==> src/rtl/mmio_pin_pkg.sv <==
package mmio_pin_pkg;

   typedef enum logic [1:0] {
      PORT_BIDIR    = 2'd0,
      PORT_IN_ONLY  = 2'd1,
      PORT_OUT_ONLY = 2'd2
   } port_kind_e;

   typedef enum logic [1:0] {
      EDGE_RISE = 2'd0,
      EDGE_FALL = 2'd1,
      EDGE_BOTH = 2'd2
   } edge_kind_e;

   localparam int unsigned OFS_DATA = 0;
   localparam int unsigned OFS_DIR  = 1;
   localparam int unsigned OFS_MASK = 2;
   localparam int unsigned OFS_CAP  = 3;

endpackage

==> src/rtl/mmio_pin_sync.sv <==
module mmio_pin_sync #(
   parameter int unsigned WIDTH  = 8,
   parameter int unsigned STAGES = 2
)(
   input  logic             clk,
   input  logic             rst_n,
   input  logic [WIDTH-1:0] raw_in,
   output logic [WIDTH-1:0] level_q,
   output logic [WIDTH-1:0] level_prev_q
);

   if (STAGES < 2) begin : g_bad_stages
      $error("mmio_pin_sync: STAGES must be at least 2");
   end

   logic [WIDTH-1:0] chain_q [STAGES];

   always_ff @(posedge clk or negedge rst_n) begin
      if (!rst_n) begin
         for (int s = 0; s < STAGES; s++) chain_q[s] <= '0;
         level_prev_q <= '0;
      end else begin
         chain_q[0] <= raw_in;
         for (int s = 1; s < STAGES; s++) chain_q[s] <= chain_q[s-1];
         level_prev_q <= chain_q[STAGES-1];
      end
   end

   assign level_q = chain_q[STAGES-1];

endmodule

==> src/rtl/mmio_pin_capture.sv <==
module mmio_pin_capture import mmio_pin_pkg::*; #(
   parameter int unsigned WIDTH = 8,
   parameter edge_kind_e  EDGE  = EDGE_FALL
)(
   input  logic             clk,
   input  logic             rst_n,
   input  logic [WIDTH-1:0] level,
   input  logic [WIDTH-1:0] level_prev,
   input  logic [WIDTH-1:0] clr_mask,
   output logic [WIDTH-1:0] cap_q
);

   logic [WIDTH-1:0] edge_hit;

   if (EDGE == EDGE_RISE) begin : g_rise
      assign edge_hit = level & ~level_prev;
   end else if (EDGE == EDGE_FALL) begin : g_fall
      assign edge_hit = ~level & level_prev;
   end else begin : g_both
      assign edge_hit = level ^ level_prev;
   end

   always_ff @(posedge clk or negedge rst_n) begin
      if (!rst_n) cap_q <= '0;
      else        cap_q <= (cap_q & ~clr_mask) | edge_hit;
   end

   AST_CAP_STICKY: assert property (@(posedge clk) disable iff (!rst_n)
      (cap_q & ($past(cap_q) & ~$past(clr_mask))) == ($past(cap_q) & ~$past(clr_mask)));

   AST_EDGE_BEATS_CLEAR: assert property (@(posedge clk) disable iff (!rst_n)
      (cap_q & $past(edge_hit)) == $past(edge_hit));

   AST_CLEAR_DROPS: assert property (@(posedge clk) disable iff (!rst_n)
      (cap_q & ($past(clr_mask) & ~$past(edge_hit))) == '0);

endmodule

==> src/rtl/mmio_pin_port.sv <==
module mmio_pin_port import mmio_pin_pkg::*; #(
   parameter int unsigned PIN_W       = 8,
   parameter int unsigned BUS_W       = 32,
   parameter int unsigned OFS_W       = 3,
   parameter int unsigned SYNC_STAGES = 2,
   parameter port_kind_e  KIND        = PORT_BIDIR,
   parameter edge_kind_e  EDGE        = EDGE_FALL
)(
   input  logic             clk,
   input  logic             rst_n,
   input  logic             bus_sel,
   input  logic             bus_wr,
   input  logic [OFS_W-1:0] bus_ofs,
   input  logic [BUS_W-1:0] bus_wdata,
   output logic [BUS_W-1:0] bus_rdata,
   input  logic [PIN_W-1:0] pin_in,
   output logic [PIN_W-1:0] pin_out,
   output logic [PIN_W-1:0] pin_oe,
   output logic             irq
);

   localparam bit HAS_IN  = (KIND != PORT_OUT_ONLY);
   localparam bit HAS_OUT = (KIND != PORT_IN_ONLY);
   localparam bit HAS_DIR = (KIND == PORT_BIDIR);

   if (PIN_W < 1 || PIN_W > 32 || PIN_W > BUS_W) begin : g_bad_width
      $error("mmio_pin_port: PIN_W must be 1..32 and not exceed BUS_W");
   end
   if (OFS_W < 2) begin : g_bad_ofs
      $error("mmio_pin_port: OFS_W must cover four registers");
   end

   // bus decode
   logic wr_hit, rd_hit;
   logic sel_data, sel_dir, sel_mask, sel_cap;
   logic [PIN_W-1:0] wr_bits;
   logic unused_wdata;

   assign wr_hit   = bus_sel &  bus_wr;
   assign rd_hit   = bus_sel & ~bus_wr;
   assign sel_data = (bus_ofs == OFS_W'(OFS_DATA));
   assign sel_dir  = (bus_ofs == OFS_W'(OFS_DIR));
   assign sel_mask = (bus_ofs == OFS_W'(OFS_MASK));
   assign sel_cap  = (bus_ofs == OFS_W'(OFS_CAP));
   assign wr_bits  = bus_wdata[PIN_W-1:0];
   assign unused_wdata = ^bus_wdata;

   logic [PIN_W-1:0] out_q, dir_q, mask_q, level, cap;

   // output value register
   if (HAS_OUT) begin : g_out
      always_ff @(posedge clk or negedge rst_n) begin
         if (!rst_n)                  out_q <= '0;
         else if (wr_hit && sel_data) out_q <= wr_bits;
      end
      AST_OUT_FROM_WRITE: assert property (@(posedge clk) disable iff (!rst_n)
         (wr_hit && sel_data) |=> (pin_out == $past(wr_bits)));
   end else begin : g_no_out
      assign out_q = '0;
   end

   // direction register
   if (HAS_DIR) begin : g_dir
      always_ff @(posedge clk or negedge rst_n) begin
         if (!rst_n)                 dir_q <= '0;
         else if (wr_hit && sel_dir) dir_q <= wr_bits;
      end
      AST_OE_FROM_DIR: assert property (@(posedge clk) disable iff (!rst_n)
         (wr_hit && sel_dir) |=> (pin_oe == $past(wr_bits)));
   end else if (HAS_OUT) begin : g_dir_out
      assign dir_q = '1;
   end else begin : g_dir_in
      assign dir_q = '0;
   end

   // interrupt mask
   always_ff @(posedge clk or negedge rst_n) begin
      if (!rst_n)                  mask_q <= '0;
      else if (wr_hit && sel_mask) mask_q <= wr_bits;
   end

   // input path: synchronizer and edge capture
   if (HAS_IN) begin : g_in
      logic [PIN_W-1:0] level_prev;
      logic [PIN_W-1:0] clr_mask;
      assign clr_mask = (wr_hit && sel_cap) ? wr_bits : '0;

      mmio_pin_sync #(.WIDTH(PIN_W), .STAGES(SYNC_STAGES)) u_sync (
         .clk          (clk),
         .rst_n        (rst_n),
         .raw_in       (pin_in),
         .level_q      (level),
         .level_prev_q (level_prev)
      );

      mmio_pin_capture #(.WIDTH(PIN_W), .EDGE(EDGE)) u_cap (
         .clk        (clk),
         .rst_n      (rst_n),
         .level      (level),
         .level_prev (level_prev),
         .clr_mask   (clr_mask),
         .cap_q      (cap)
      );
   end else begin : g_no_in
      logic unused_pins;
      assign unused_pins = ^pin_in;
      assign level = '0;
      assign cap   = '0;
   end

   assign pin_out = out_q;
   assign pin_oe  = dir_q;
   assign irq     = |(cap & mask_q);

   // read path
   logic [PIN_W-1:0] pin_view;
   logic [BUS_W-1:0] rd_word;
   logic [BUS_W-1:0] rdata_q;

   assign pin_view = (dir_q & out_q) | (~dir_q & level);

   always_comb begin
      rd_word = '0;
      if (sel_data)      rd_word = BUS_W'(pin_view);
      else if (sel_dir)  rd_word = BUS_W'(dir_q);
      else if (sel_mask) rd_word = BUS_W'(mask_q);
      else if (sel_cap)  rd_word = BUS_W'(cap);
   end

   always_ff @(posedge clk or negedge rst_n) begin
      if (!rst_n) rdata_q <= '0;
      else        rdata_q <= rd_hit ? rd_word : '0;
   end

   assign bus_rdata = rdata_q;

   AST_RD_IDLE_ZERO: assert property (@(posedge clk) disable iff (!rst_n)
      !rd_hit |=> (bus_rdata == '0));

   AST_RD_HOLE_ZERO: assert property (@(posedge clk) disable iff (!rst_n)
      (rd_hit && bus_ofs > OFS_W'(OFS_CAP)) |=> (bus_rdata == '0));

   AST_IRQ_NEEDS_MASK: assert property (@(posedge clk) disable iff (!rst_n)
      irq |-> (mask_q != '0));

endmodule

==> config.mk <==
export PLATFORM = sky130hd
export DESIGN_NAME = mmio_pin_port
export DESIGN_NICKNAME = d
export VERILOG_FILES = /design/src/rtl/mmio_pin_pkg.sv /design/src/rtl/mmio_pin_sync.sv /design/src/rtl/mmio_pin_capture.sv /design/src/rtl/mmio_pin_port.sv
export SDC_FILE = /design/constraint.sdc
export NUM_CORES = 1
export LEC_CHECK = 0
export BUFFER_PORTS_ARGS = -buffer_cell sky130_fd_sc_hd__buf_2
export CAP_MARGIN = 20
export CORE_MARGIN = 2
export CORE_UTILIZATION = 54
export CTS_CLUSTER_DIAMETER = 40
export DETAILED_ROUTE_END_ITERATION = 10
export PLACE_DENSITY = 0.95
export RECOVER_POWER = 50
export SETUP_SLACK_MARGIN = 0.2
export SLEW_MARGIN = 20
export SYNTH_ARGS = -nofsm -noshare
export SYNTH_HDL_FRONTEND = slang
export SYNTH_HIERARCHICAL = 1
export SYNTH_SLANG_ARGS = --single-unit
export TNS_END_PERCENT = 1
==> constraint.sdc <==
create_clock -name clk -period 2.6 [get_ports clk]
set_input_delay 0.13 -clock clk [delete_from_list [all_inputs] [get_ports clk]]
set_output_delay 0.13 -clock clk [all_outputs]
set_load 0.005 [all_outputs]
### After elaboration in Yosys (flattened, before gate mapping)

Index checks and enable logic that the tools add are counted.

| operators by class | value |
|---|---|
| equality and inequality tests | 3 |
| muxes and demuxes | 6 |
| bitwise operators | 13 |
| reduce and logical (&&, ||, !) cells | 6 |

Operators with widths:

| operator | number |
|---|---|
| 32-bit 2-to-1 mux | 2 |
| 8-bit AND | 5 |
| 8-bit 2-to-1 mux | 4 |
| 8-bit NOT | 3 |
| 8-bit bitwise OR | 2 |
| 8-bit OR reduction | 1 |
| 3-bit by 2-bit == test with 1-bit output (second input constant) | 2 |
| 1-bit logical AND | 4 |
| 3-bit by 1-bit == test with 1-bit output (second input constant) | 1 |
| 3-bit zero test | 1 |
| 1-bit AND | 2 |
| 1-bit NOT | 1 |

| storage, ports and cells | value |
|---|---|
| register bits after elaboration | 88 |
| input bits | 47 |
| output and inout bits | 49 |

### Logic depth before layout (Yosys ltp)

| logic depth | value |
|---|---|
| depth after elaboration | 6 |
| gate-level depth with buffers | 5 |
| gate-level depth less buffers | 4 |

### Hierarchy

Netlist, hierarchy kept.

Modules (own cells, without submodules):

| module | times used | cells an instance | area each (um^2) | sequential area each (um^2) |
|---|---|---|---|---|
| mmio_pin_port | 1 | 150 | 1811.7 | 800.8 |
| mmio_pin_sync | 1 | 32 | 660.6 | 600.6 |
| mmio_pin_capture | 1 | 32 | 360.3 | 200.2 |

### Least setup slack after synthesis

Ideal clock, no wire load.

| timing | value |
|---|---|
| path type | in2reg |
| start | in bus_ofs[2] |
| end | reg mask_q[0] |
| setup time | 0.125 ns |
| arrival time | 0.984 ns |
| data required time | 2.475 ns |
| slack | 1.490 ns |
| stages | 4 |
| cell sequence | and3b_1 nor2b_1 buf_6 mux2_4 |

| between the ends | value |
|---|---|
| longest elaborated chain between the ends | 2 |

Ends and longest elaborated chain:

| element | RTL line | source |
|---|---|---|
| start: declaration | mmio_pin_port.sv:13 | `input logic [OFS_W-1:0] bus_ofs,` |
| 3-bit by 2-bit == test with 1-bit output | mmio_pin_port.sv:43 | `assign sel_mask = (bus_ofs == OFS_W'(OFS_MASK));` |
| 1-bit logical AND | mmio_pin_port.sv:79 | `else if (wr_hit && sel_mask) mask_q <= wr_bits;` |
| end signal: assignment | mmio_pin_port.sv:79 |  |
| end: declaration | mmio_pin_port.sv:48 | `logic [PIN_W-1:0] out_q, dir_q, mask_q, level, cap;` |

Every way passes these cells.
A chain may end at the register's enable or synchronous reset.

### Final worst setup path

| timing | value |
|---|---|
| start | in bus_ofs[1] |
| end | reg mask_q[1] |

The elaborated chain is that of the path after synthesis.

==> impl_metrics.yaml <==
logic_synthesis:
  synthesis.area_sq_um: 2830
  synth_top_area_cell: "dfrtp_1"
  synth_edf_count: 0
  synth.avg_cell_area_sq_um: 13.2
  dominantRegCellSynth: "dfrtp_1"
  yosys_register_bits: 64
  ys_warn_count: 6
  syn_inst: 214
  yosysSeqAreaShare: 0.565
  synthTopCellsByArea: "dfrtp_1 57%, buf_4 8.7%, mux2_4 8.5%"
  async_flop_share: 1.00
  synth.top_cell.area_share: 0.565
  ys_types: 25
grt:
  antenna_found_initial: 0
  grtUsageTotal: 0.198
  grt_max_degree: 37
  first_global_vias: 1763
  grt_first_pass_wirelength_um: 8810
  overflow: 0
clocking:
  cts_tree: "yes"
  cts_htree_levels: 3
  clock-sinks: 64
  post_cts.repair.setup_buffers: 0
  cts_made_buffers: 9
  clock_latency_ns: 0.33
  cts_hold_buf: 9
  cts_buffer_depth: 2
  clk_pin_slew_ns: 0.07
  cts_resized: 0
  cts_root_buf: "clkbuf_8"
timing:
  finalCritPeriodShare: 0.643
  fmax_mhz: 598
  final.min_clock_period_ns: 1.67
  rsz0062_at_grt: "no"
  slew_headroom: 0.467
  setup_viol: 0
  setup_tns_ns: 0
  fin_worst_skew_ns: 0.00627
  slew_violations: 0
  hold_viol_final: 0
  tightest_slew_ns: 0.799
drt:
  dr.pass1.iters: 4
  ant_nets: 0
  wl_um: 5270
  drc: 0
  vias: 1728
  drt_iter0_drc: 102
  routed_via_density: 5.08
  routedWlPerCell_um: 15.5
die:
  dieArea_sq_um: 5840
  coreArea_sq_um: 5070
  rows: 26
  io_pins: 96
  initial_core_util: 0.558
  die-width_um: 76.4
  die_y_um: 76.4
placed_design:
  place_area_sq_um: 2980
  port_buffers: 47
  place_congestion: 0.788
  post-dp-hpwl_um: 3540
finish:
  fill_cells: 410
  final_cell_area_sq_um: 3210
  area_growth_pct: 13.5
  nets: 315
  multiInputGateArea_sq_um: 966
  layout_commonest_cell: "dfrtp_1"
  layout-drive-gt1-share: 0.322
  area.sequential_sq_um: 1600
  antennaDiodeCount: 0
  final_cell_mix: "64 x dfrtp_1, 40 x buf_2, 24 x conb_1"
worst_setup_path:
  r2r_end: "bus_rdata[0]$_DFF_PN0_"
  r2r_setup_slack_ns: 1.59
  r2r_cells: 3
  critPathKind: "in -> reg"
  critPathLaunchType: "input port"
  r2r-start: "g_in.u_sync/level_q[0]$_DFF_PN0_"
  critPathMaxFanout: 13
  cp.arrival_ns: 1.89
  critPathRequiredTime_ns: 2.82
  worst_setup_path_end_kind: "flip-flop"
min_path:
  hold_path_class: "in -> reg"
  hp-start: "bus_wdata[7]"
  min_path_cells: 2
  hold_end: "mask_q[7]$_DFFE_PN0P_"
flow_run:
  max_cap_violations: 0
power:
  p_leak_nw: 1.61
  vdd_drop_max_mv: 0.474
  p_per_area_nw_per_um2: 712
run_status:
  status: "finished, final reports clean"
==> cells in the mapped netlist (2+ instances only) <==
library cell,n
dfrtp_1,64
buf_4,33
inv_1,16
mux2_4,16
nor2b_1,9
a211oi_1,8
and2_1,8
mux2_2,8
mux2i_1,8
nor3_1,8
o22ai_2,8
o2bb2ai_1,8
a22oi_1,4
buf_2,3
and3b_1,2
buf_6,2
==> metal layers <==
metal / up-vias / share of wire / global-route usage
met5: - / 0 / 0
met4: 0 / 0.015 / 0.105
met3: 8 / 0.050 / 0.0521
met2: 64 / 0.48 / 0.313
met1: 873 / 0.46 / 0.250
li1: 783 / - / -
==> power breakdown <==
part / switching (mW) / internal [mW]
Clock: 0.346 / 0.381
Sequential: 0.103 / 1.11
Combinational: 0.144 / 0.203
==> registers in the layout, summed over array words and instances, names as in the netlist <==
signal                    flops
bus_rdata                     8
g_in.u_cap/cap_q              8
g_in.u_sync/chain_q           8
g_in.u_sync/level_prev_q      8
g_in.u_sync/level_q           8
mask_q                        8
pin_oe                        8
pin_out                       8
==> stage by stage <==
step                std cells  hold slack, ns  setup slack, ns  total power [mW]  utilization
global placement          318           0.237             1.03              1.55        0.586
finish                    340          0.0742            0.927              2.29        0.633
floorplan                 237          -0.166             1.49              1.45            -
CTS                       340          0.0508             1.17              2.32        0.636
detailed placement        318           0.239            0.995              1.57        0.586
global route              340          0.0644            0.853              2.41        0.633
==> worst max-delay path by stage <==
stage | startpoint | end | slack, ns | cells past startpoint
2_1_floorplan | bus_ofs[2] | mask_q[0]$_DFFE_PN0P_ | 1.49 | 4
3_3_place_gp | bus_ofs[2] | pin_oe[7]$_DFFE_PN0P_ | 1.03 | 4
3_5_place_dp | bus_ofs[2] | pin_oe[0]$_DFFE_PN0P_ | 0.99 | 4
4_1_cts | mask_q[6]$_DFFE_PN0P_ | irq | 1.17 | 3
5_1_grt | bus_ofs[1] | mask_q[0]$_DFFE_PN0P_ | 0.85 | 5
6_report | bus_ofs[1] | mask_q[1]$_DFFE_PN0P_ | 0.93 | 5
==> logic make-up after synthesis <==
group / Yosys count / share of synthesized area
flops: 64 / 0.565
other cells: 1 / 0.00132
compound gates: 28 / 0.0919
simple gates: 34 / 0.0733
buf+inv: 55 / 0.123
mux: 32 / 0.145
==> worst max-delay path, cell delays in order <==
cell	delay (ns)
clkbuf_1	0.59
nand2b_1	0.40
nor2b_1	0.22
buf_4	0.24
mux2_4	0.31
==> final cells by class <==
class	count	share of cell area
timing repair buffer	59	0.105
sequential	64	0.498
multi-input combinational	118	0.301
clock inverter	1	0.00156
inverter	16	0.0187
clock buffer	12	0.0483
tap	70	0.0272
No activity file was read; power rests on OpenSTA's default activity.
